File: src/rtl/mpx_ctl_pkg.sv
package mpx_ctl_pkg;

  typedef enum logic [3:0] {
    ST_IDLE,
    ST_ADDR,
    ST_ADDR_ACK,
    ST_SUB,
    ST_SUB_ACK,
    ST_WDATA,
    ST_WDATA_ACK,
    ST_RDATA,
    ST_RACK
  } bus_st_e;

  // Status byte: pilot in bit 1, second carrier in bit 0.
  function automatic logic [7:0] status_byte(input logic pilot, input logic aux);
    return {6'b0, pilot, aux};
  endfunction

  // Address byte matches when its upper seven bits equal the device address.
  function automatic logic addr_hit(input logic [7:0] b, input logic [6:0] dev);
    return b[7:1] == dev;
  endfunction

  // States in which the slave may hold SDA low.
  function automatic logic may_drive(input bus_st_e s);
    return (s == ST_ADDR_ACK) || (s == ST_SUB_ACK) ||
           (s == ST_WDATA_ACK) || (s == ST_RDATA);
  endfunction

endpackage

File: src/rtl/i2c_line_sync.sv
module i2c_line_sync #(
  parameter int STAGES = 2
) (
  input  logic clk,
  input  logic rst_n,
  input  logic scl_i,
  input  logic sda_i,
  output logic sda_s,
  output logic ev_start,
  output logic ev_stop,
  output logic ev_rise,
  output logic ev_fall
);
  logic [STAGES-1:0] scl_q, sda_q;
  logic scl_p, sda_p, scl_s;

  always_ff @(posedge clk or negedge rst_n) begin
    if (!rst_n) begin
      scl_q <= '1;
      sda_q <= '1;
      scl_p <= 1'b1;
      sda_p <= 1'b1;
    end else begin
      scl_q <= {scl_q[STAGES-2:0], scl_i};
      sda_q <= {sda_q[STAGES-2:0], sda_i};
      scl_p <= scl_q[STAGES-1];
      sda_p <= sda_q[STAGES-1];
    end
  end

  assign scl_s    = scl_q[STAGES-1];
  assign sda_s    = sda_q[STAGES-1];
  assign ev_rise  = scl_s & ~scl_p;
  assign ev_fall  = ~scl_s & scl_p;
  assign ev_start = scl_s & scl_p & sda_p & ~sda_s;
  assign ev_stop  = scl_s & scl_p & ~sda_p & sda_s;

endmodule

File: src/rtl/i2c_proto_fsm.sv
module i2c_proto_fsm
  import mpx_ctl_pkg::*;
#(
  parameter logic [6:0] DEV_ADDR = 7'h5B,
  parameter int         IDX_W    = 3
) (
  input  logic             clk,
  input  logic             rst_n,
  input  logic             sda_s,
  input  logic             ev_start,
  input  logic             ev_stop,
  input  logic             ev_rise,
  input  logic             ev_fall,
  input  logic             pilot_det,
  input  logic             aux_det,
  output logic             sda_oe,
  output logic             wr_en,
  output logic [IDX_W-1:0] wr_idx,
  output logic [7:0]       wr_data
);
  bus_st_e          st;
  logic [3:0]       cnt;
  logic [7:0]       shreg;
  logic [7:0]       tx;
  logic [IDX_W-1:0] idx;
  logic             renew, rd, mst_ack;
  logic [7:0]       stat_now;
  logic             byte_done;

  assign stat_now  = status_byte(pilot_det, aux_det);
  assign byte_done = (cnt == 4'd8);

  always_ff @(posedge clk or negedge rst_n) begin
    if (!rst_n) begin
      st      <= ST_IDLE;
      cnt     <= '0;
      shreg   <= '0;
      tx      <= '0;
      idx     <= '0;
      renew   <= 1'b0;
      rd      <= 1'b0;
      mst_ack <= 1'b0;
      sda_oe  <= 1'b0;
      wr_en   <= 1'b0;
      wr_idx  <= '0;
      wr_data <= '0;
    end else begin
      wr_en <= 1'b0;
      if (ev_start) begin
        st     <= ST_ADDR;
        cnt    <= '0;
        sda_oe <= 1'b0;
      end else if (ev_stop) begin
        st     <= ST_IDLE;
        sda_oe <= 1'b0;
      end else if (ev_rise) begin
        case (st)
          ST_ADDR, ST_SUB, ST_WDATA: begin
            shreg <= {shreg[6:0], sda_s};
            cnt   <= cnt + 4'd1;
          end
          ST_RDATA: cnt <= cnt + 4'd1;
          ST_RACK:  mst_ack <= ~sda_s;
          default: ;
        endcase
      end else if (ev_fall) begin
        case (st)
          ST_ADDR: if (byte_done) begin
            if (addr_hit(shreg, DEV_ADDR)) begin
              st     <= ST_ADDR_ACK;
              sda_oe <= 1'b1;
              rd     <= shreg[0];
            end else begin
              st <= ST_IDLE;
            end
          end
          ST_SUB: if (byte_done) begin
            st     <= ST_SUB_ACK;
            sda_oe <= 1'b1;
            idx    <= shreg[IDX_W-1:0];
            renew  <= shreg[7];
          end
          ST_WDATA: if (byte_done) begin
            st      <= ST_WDATA_ACK;
            sda_oe  <= 1'b1;
            wr_en   <= 1'b1;
            wr_idx  <= idx;
            wr_data <= shreg;
            if (!renew) idx <= idx + 1'b1;
          end
          ST_ADDR_ACK: begin
            cnt <= '0;
            if (rd) begin
              st     <= ST_RDATA;
              tx     <= stat_now;
              sda_oe <= ~stat_now[7];
            end else begin
              st     <= ST_SUB;
              sda_oe <= 1'b0;
            end
          end
          ST_SUB_ACK, ST_WDATA_ACK: begin
            st     <= ST_WDATA;
            cnt    <= '0;
            sda_oe <= 1'b0;
          end
          ST_RDATA: begin
            if (byte_done) begin
              st     <= ST_RACK;
              sda_oe <= 1'b0;
            end else begin
              tx     <= {tx[6:0], 1'b0};
              sda_oe <= ~tx[6];
            end
          end
          ST_RACK: begin
            if (mst_ack) begin
              st     <= ST_RDATA;
              cnt    <= '0;
              tx     <= stat_now;
              sda_oe <= ~stat_now[7];
            end else begin
              st <= ST_IDLE;
            end
          end
          default: ;
        endcase
      end
    end
  end

  // SDA is pulled only in acknowledge slots or while sending status
  p_oe_window_r10: assert property (@(posedge clk) disable iff (!rst_n)
    sda_oe |-> may_drive(st));

  p_start_addr_r1: assert property (@(posedge clk) disable iff (!rst_n)
    ev_start |=> (st == ST_ADDR) && !sda_oe);

  p_stop_release_r1: assert property (@(posedge clk) disable iff (!rst_n)
    ev_stop |=> (st == ST_IDLE) && !sda_oe);

  // SDA output only moves after an SCL fall or a bus condition
  p_sda_moves_low_r7: assert property (@(posedge clk) disable iff (!rst_n)
    (sda_oe != $past(sda_oe)) |-> $past(ev_fall || ev_start || ev_stop));

  p_foreign_addr_r2: assert property (@(posedge clk) disable iff (!rst_n)
    (st == ST_ADDR && ev_fall && byte_done && !ev_start && !ev_stop &&
     shreg[7:1] != DEV_ADDR) |=> (st == ST_IDLE) && !sda_oe);

  p_write_from_data_r4: assert property (@(posedge clk) disable iff (!rst_n)
    wr_en |-> (st == ST_WDATA_ACK) && $past(st == ST_WDATA));

endmodule

File: src/rtl/ctl_regbank.sv
module ctl_regbank #(
  parameter int                      IDX_W     = 3,
  parameter logic [(2**IDX_W)-1:0]   IMPL_MASK = 8'h67
) (
  input  logic                      clk,
  input  logic                      rst_n,
  input  logic                      wr_en,
  input  logic [IDX_W-1:0]          wr_idx,
  input  logic [7:0]                wr_data,
  output logic [(2**IDX_W)*8-1:0]   regs_o
);
  localparam int NREG = 2**IDX_W;

  for (genvar i = 0; i < NREG; i++) begin : g_slot
    if (IMPL_MASK[i]) begin : g_real
      logic [7:0] q;
      always_ff @(posedge clk or negedge rst_n) begin
        if (!rst_n)                                  q <= '0;
        else if (wr_en && wr_idx == IDX_W'(i))       q <= wr_data;
      end
      assign regs_o[i*8 +: 8] = q;
    end else begin : g_hole
      assign regs_o[i*8 +: 8] = 8'h00;
    end
  end

  p_write_lands_r6: assert property (@(posedge clk) disable iff (!rst_n)
    (wr_en && IMPL_MASK[wr_idx]) |=> regs_o[$past(wr_idx)*8 +: 8] == $past(wr_data));

  p_hold_idle_r5: assert property (@(posedge clk) disable iff (!rst_n)
    !$past(wr_en) |-> $stable(regs_o));

endmodule

File: src/rtl/mpx_ctl_i2c.sv
module mpx_ctl_i2c #(
  parameter logic [6:0]              DEV_ADDR    = 7'h5B,
  parameter int                      IDX_W       = 3,
  parameter logic [(2**IDX_W)-1:0]   IMPL_MASK   = 8'h67,
  parameter int                      SYNC_STAGES = 2
) (
  input  logic                      clk,
  input  logic                      rst_n,
  input  logic                      scl_i,
  input  logic                      sda_i,
  output logic                      sda_oe_o,
  input  logic                      pilot_det_i,
  input  logic                      aux_det_i,
  output logic [(2**IDX_W)*8-1:0]   regs_o,
  output logic [1:0]                agc_curve_o
);
  logic             sda_s, ev_start, ev_stop, ev_rise, ev_fall;
  logic             wr_en;
  logic [IDX_W-1:0] wr_idx;
  logic [7:0]       wr_data;

  i2c_line_sync #(.STAGES(SYNC_STAGES)) u_sync (
    .clk(clk), .rst_n(rst_n), .scl_i(scl_i), .sda_i(sda_i),
    .sda_s(sda_s), .ev_start(ev_start), .ev_stop(ev_stop),
    .ev_rise(ev_rise), .ev_fall(ev_fall)
  );

  i2c_proto_fsm #(.DEV_ADDR(DEV_ADDR), .IDX_W(IDX_W)) u_fsm (
    .clk(clk), .rst_n(rst_n), .sda_s(sda_s),
    .ev_start(ev_start), .ev_stop(ev_stop), .ev_rise(ev_rise), .ev_fall(ev_fall),
    .pilot_det(pilot_det_i), .aux_det(aux_det_i),
    .sda_oe(sda_oe_o), .wr_en(wr_en), .wr_idx(wr_idx), .wr_data(wr_data)
  );

  ctl_regbank #(.IDX_W(IDX_W), .IMPL_MASK(IMPL_MASK)) u_bank (
    .clk(clk), .rst_n(rst_n), .wr_en(wr_en), .wr_idx(wr_idx),
    .wr_data(wr_data), .regs_o(regs_o)
  );

  assign agc_curve_o = regs_o[7:6];

endmodule

File: config.mk
export PLATFORM = sky130hd
export DESIGN_NAME = mpx_ctl_i2c
export DESIGN_NICKNAME = d
export VERILOG_FILES = /design/src/rtl/mpx_ctl_pkg.sv /design/src/rtl/i2c_line_sync.sv /design/src/rtl/i2c_proto_fsm.sv /design/src/rtl/ctl_regbank.sv /design/src/rtl/mpx_ctl_i2c.sv
export SDC_FILE = /design/constraint.sdc
export NUM_CORES = 1
export LEC_CHECK = 0
export ABC_CLOCK_PERIOD_IN_PS = 1900
export BUFFER_PORTS_ARGS = -buffer_cell sky130_fd_sc_hd__buf_4
export CAP_MARGIN = 10
export CORE_UTILIZATION = 42
export CTS_BUF_LIST = sky130_fd_sc_hd__clkbuf_8
export DETAILED_ROUTE_END_ITERATION = 16
export PLACE_DENSITY = 0.77
export SYNTH_ARGS = -nofsm -noshare
export SYNTH_HDL_FRONTEND = slang
export SYNTH_SLANG_ARGS = --single-unit
export TNS_END_PERCENT = 10
File: constraint.sdc
create_clock -name clk -period 1.9 [get_ports clk]
set_input_delay 0 -clock clk [delete_from_list [all_inputs] [get_ports clk]]
set_output_delay 0 -clock clk [all_outputs]
set_load 0.01 [all_outputs]
* Yosys cells after proc, flatten, opt, wreduce, memory -nomap -nowiden *
Cells that the tools add are included.

storage, ports and cells
  memories = 0
  bits in registers = 88
  RAM bits = 0
  bits in read-only memories = 0
  output and inout bits = 67
  logic and storage cells = 141
  bits of input ports = 6
  bits in latches = 0

operators by class
  shift operators = 0
  add/subtract/negate cells = 2
  divide/modulo/power cells = 0
  equal/unequal tests = 31
  bitwise operators = 15
  multipliers = 0
  magnitude comparators = 0
  reductions and logical operators = 28
  mux-type cells = 44

operators with widths
  kind                                                 count
  two-way mux 4 bit                                    14
  != test 4 x 3 -> 1 bit, second input constant        7
  case mux 4 bit (7 select lines)                      1
  two-way mux 7 bit                                    3
  case mux 7 bit (3 select lines)                      1
  AND reduction 7 bit                                  3
  equality test 4 x 3 -> 1 bit, second input constant  4
  two-way mux 1 bit                                    16
  AND reduction 8 bit                                  2
  two-way mux 3 bit                                    5
  AND reduction 6 bit                                  2
  nonzero test 3 bit                                   3
  nonzero test 9 bit                                   1
  equality test 4 x 2 -> 1 bit, second input constant  2
  equality test 4 bit, second input constant           2
  != test 2 x 1 -> 1 bit, second input constant        4
  inverter 1 bit                                       8
  case mux 4 bit (2 select lines)                      1
  AND reduction 4 bit                                  2
  nonzero test 8 bit                                   1
  bitwise AND 1 bit                                    7
  equality test 7 bit, second input constant           1
  equality test 3 bit, second input constant           2
  != test 2 bit, second input constant                 3
  other kinds (18)                                     25

* Logic depth before layout (Yosys ltp) *
  word-level depth = 8
  mapped depth = 9
  gate-level depth less buffers = 7

* Modules after synthesis *
From an unflattened synthesis, not the netlist that was laid out.

unflattened totals
  cell total of the unflattened synthesis = 316
  area total of the unflattened synthesis = 4088.9 µm²

by module, submodules not included
  module         sequential area each (µm²)  instances  cells an instance  area each (µm²)
  i2c_proto_fsm  1051.0                      1          192                2147.1
  ctl_regbank    1001.0                      1          112                1736.7
  i2c_line_sync  157.7                       1          10                 190.2
  mpx_ctl_i2c    0.0                         1          2                  15.0

* Least setup slack after synthesis *
OpenSTA, ideal clock, no wires.

  path type = reg-to-reg
  start = register u_sync.scl_p
  end = register u_fsm.wr_data[0]
  path buffers = 2
  data required time = 1.775 ns
  period minus slack after synthesis = 2.034 ns
  setup time = 0.125 ns
  stages on the path, launching flop included = 9
  arrival time = 1.909 ns
  path slack = -0.134 ns
  cell sequence = dfstp_2 -> inv_1 -> ha_1 -> buf_6 -> nor2b_1 -> nand2_2 -> nor3_2 -> buf_6 -> mux2_4

between the ends
  cells in the longest elaborated chain, start to end = 5
  elaborated cells on any way between the ends = 12
  classes of those cells = bitwise: 11; reduce/logical: 1

ends and longest elaborated chain
  what                                                       line                                      source
  start, declared                                            i2c_line_sync.sv:15                       logic scl_p, sda_p, scl_s;
  start signal, assigned                                     i2c_line_sync.sv:26                       scl_p <= scl_q[STAGES-1];
  bitwise AND 1 bit                                          i2c_line_sync.sv:35, i2c_line_sync.sv:36
  bitwise AND 1 bit, on equally long branches (2 in series)  i2c_line_sync.sv:36, i2c_line_sync.sv:35
  inverter 1 bit (no line)                                   -
  AND reduction 6 bit (no line) (*)                          -
  end signal, assigned                                       i2c_proto_fsm.sv:88                       wr_data <= shreg;
  end, declared                                              i2c_proto_fsm.sv:19                       output logic [7:0] wr_data

Mark *: on every way between the ends. The rest lies on a longest branch, timed or not.
A chain may end at the register's enable or synchronous reset.

* Final worst setup path *
  start = register u_sync.scl_p
  end = register u_fsm.tx[1]

between the ends
  cells in the longest elaborated chain, start to end = 5
  elaborated cells on any way between the ends = 12
  classes of those cells = bitwise: 11; reduce/logical: 1

ends and longest elaborated chain
  what                                                       line                                      source
  bitwise AND 1 bit                                          i2c_line_sync.sv:35, i2c_line_sync.sv:36
  bitwise AND 1 bit, on equally long branches (2 in series)  i2c_line_sync.sv:36, i2c_line_sync.sv:35
  inverter 1 bit (no line)                                   -
  AND reduction 8 bit (no line) (*)                          -
  end signal, assigned                                       i2c_proto_fsm.sv:95                       tx <= stat_now;
  end signal, assigned                                       i2c_proto_fsm.sv:112                      tx <= {tx[6:0], 1'b0};
  end signal, assigned                                       i2c_proto_fsm.sv:120                      tx <= stat_now;
  end, declared                                              i2c_proto_fsm.sv:24                       logic [7:0] tx;

Marked as above.

==> metrics.txt <==
Fin. Hold Viols=0; Clock Pin Slew Worst Setup and Hold Paths=0.10 ns; core area=9820 µm²; Hold Path Class=input port to async pin; Pwr per Cell Area=a little under 800 nW/µm²; Tot Pwr=4.04 mW; CTS tree=done; Die Wd=roughly 100 µm; Vias=2825; Syn Std Cell Area=4290 µm²; final instance area=5120 µm²; drt pass-1 iters=4; Least-Margin Pin Slew=0.519 ns; cts bufs inserted=9; DR WL/cell=approximately 15 µm; I/O pins=73; largest net degree at the start of global routing=41; Die Span Y=103 µm; hold_ws=0.0527 ns; vias in the first global route=2754; GRT overflow=0; Area after DPL=just under 5000 µm²; Post-synth EDFFs=0; post-layout net count=approximately 430; clock latency on the worst-skew pair=approximately 0.36 ns; Clock Skews=around 0.011 ns; initial DRC count=157; share of cells above drive strength 1=42.9%; GRT Util Overall=17.1%; Seq/Total Area, Yosys=51.5%; CTS Sinks=88; maximum clock path buffer count=2; Syn Inst Count=346; drc violations=0; H-tree depth=3; Cells after DPL=537; Final Setup Violations=0; die area=10600 µm²; Top FF cell, synth=dfrtp_1; final worst slack=0.0331 ns; status=complete, no violations; gpl congestion=about 0.83; setup TNS=0 ns; Max Fclk=between 500 and 600 MHz; Place WS=-0.0695 ns; Max IR drop VDD=349 µV; Post-synth ARST share=100%; Total Wirelength=about 8400 µm; Worst Path Max Fanout=7; area grow syn2layout=19.3%; Initial Utilization=between 40% and 50%; RSZ-0062 raised after global routing=yes; Critical Path End Type=flop; max-cap violations=0; Root Buffer=clkbuf_8; mean area per synthesized cell=12.4 µm²; row cnt=36; type of origin of the critical path=flop; Slew headroom=65.2%; Vias/cell=5.04; Max Slew Vio Count=0; Core Util, Final=52.1%; Tmin final=1.87 ns; first-pass GRT wire length=13900 µm; leakage=2.49 nW; crit path DAT=2.11 ns; Post-Layout Cell Count=560; WP data required=2.15 ns; Tcrit/Tclk final=a little over nine tenths; kind of critical path=flop to flop; n_diodes=0; Synth cell types=57; # port buffers=48; hpwl dp=6230 µm; Routed Antenna Nets=0; Yosys Warn Count=0; initial antenna violation count=0; register bit count reported by yosys=88
## layout make-up
class                           count  area [µm²]
Fill cell                         881        4700
Sequential cell                    88        2210
Multi-Input combinational cell    234        1880
Timing Repair Buffer               82         653
Tap cell                          133         166
Clock buffer                        9         124
Clock inverter                      7        55.1
Inverter                            7        26.3
## what timing repair did
action / in CTS / in global routing
setup endpoints to repair: 5 / 30
hold buffers: 5 / 0
pin swaps: 1 / 6
gates resized for setup: 4 / 0
buffers inserted: 1 / 1
hold endpoints to repair: 86 / 0
## cell usage in the layout (no fill, tap or decap), types with 2 or more instances in the layout
master	n
a211oi_1	3
a21oi_1	13
a22o_1	5
a31oi_1	4
and2_4	2
and3_1	2
buf_12	2
buf_4	75
clkbuf_8	9
clkinv_4	2
conb_1	24
dfrtp_1	82
dfstp_2	6
dlygate4sd3_1	5
ha_1	5
inv_1	8
inv_6	3
mux2_2	52
mux2_4	11
nand2_1	20
nand2b_1	8
nand2b_4	2
nand3_1	4
nand3b_1	3
nand4_1	2
nand4b_1	4
nor2_1	9
nor2b_1	2
nor3_1	10
nor3_2	2
nor3b_2	2
nor4b_2	2
o211ai_1	3
o21ai_0	12
o21bai_1	2
o221ai_1	2
or3_1	2
## synth_stat cells, types with 4 or more instances
library cell / instances / area share, %
a21oi_1: 13 / 1.5
a22o_1: 5 / 1.0
a31oi_1: 4 / 0.58
buf_4: 30 / 5.3
dfrtp_1: 82 / 48
dfstp_2: 6 / 3.7
ha_1: 6 / 1.8
inv_1: 7 / 0.61
mux2_2: 52 / 14
mux2_4: 11 / 3.9
nand2_1: 20 / 1.8
nand2b_1: 8 / 1.2
nand3_1: 4 / 0.47
nand4b_1: 4 / 0.82
nor2_1: 9 / 0.79
nor3_1: 10 / 1.2
o21ai_0: 12 / 1.4
## final timing paths
path / startpoint / endpoint / slack [ns] / depth (start not counted)
hold reg to reg: u_sync.scl_q[0] / u_sync.scl_q[1] / 0.36 / 0
min in group clk: sda_i / u_sync.sda_q[0] / 0.29 / 2
setup reg to reg: u_sync.scl_p / u_fsm.tx[1] / 0.03 / 6
hold / removal: rst_n / u_bank.g_slot[5].g_real.q[1] / 0.05 / 2
max in group asynchronous: rst_n / u_sync.scl_p / 1.14 / 3
setup / recovery: u_sync.scl_p / u_fsm.tx[1] / 0.03 / 6
## flip-flops by register name, summed over array words and instances (netlist names)
register / flops
u_sync.scl_q: 2
u_fsm.idx: 3
u_sync.sda_p: 1
u_fsm.tx: 7
u_fsm.mst_ack: 1
u_fsm.sda_oe: 1
u_fsm.rd: 1
u_fsm.shreg: 8
u_sync.sda_q: 2
u_fsm.wr_idx: 3
u_fsm.wr_en: 1
u_fsm.wr_data: 8
u_bank.g_slot.g_real.q: 40
u_sync.scl_p: 1
u_fsm.cnt: 4
u_fsm.renew: 1
u_fsm.st: 4
## routing by layer
layer,part of all wire [%],track usage (%)
met2,52,27.7
met1,44,23.4
met4,1.6,6.50
met5,0,0
met3,2.8,2.58
## worst max-delay path: stages (launching register included)
cell	delay, ns
dfstp_2	0.55
inv_1	0.05
ha_2	0.20
nand2b_4	0.18
nor4_4	0.33
o21ai_4	0.15
mux2_4	0.31
## logic make-up after synthesis
group                      synth area share [%]
DFF                                        51.5
and+or+nand+nor                            13.2
muxes                                      17.5
AOI/OAI and AO/OA                          8.31
buffers and inverters                      7.38
adders and majority gates                  1.75
other                                    0.0874
xor gates and xnor gates                  0.204
## where the power goes
| group | switching, mW | leakage, nW | internal, mW | total (mW) |
|---|---|---|---|---|
| logic | 0.389 | 1.21 | 0.309 | 0.698 |
| clock network | 0.702 | 0.0920 | 0.489 | 1.19 |
| registers | 0.161 | 1.19 | 2.00 | 2.16 |
| total | 1.25 | 2.49 | 2.79 | 4.04 |
Power figures use the tool's default switching activity.
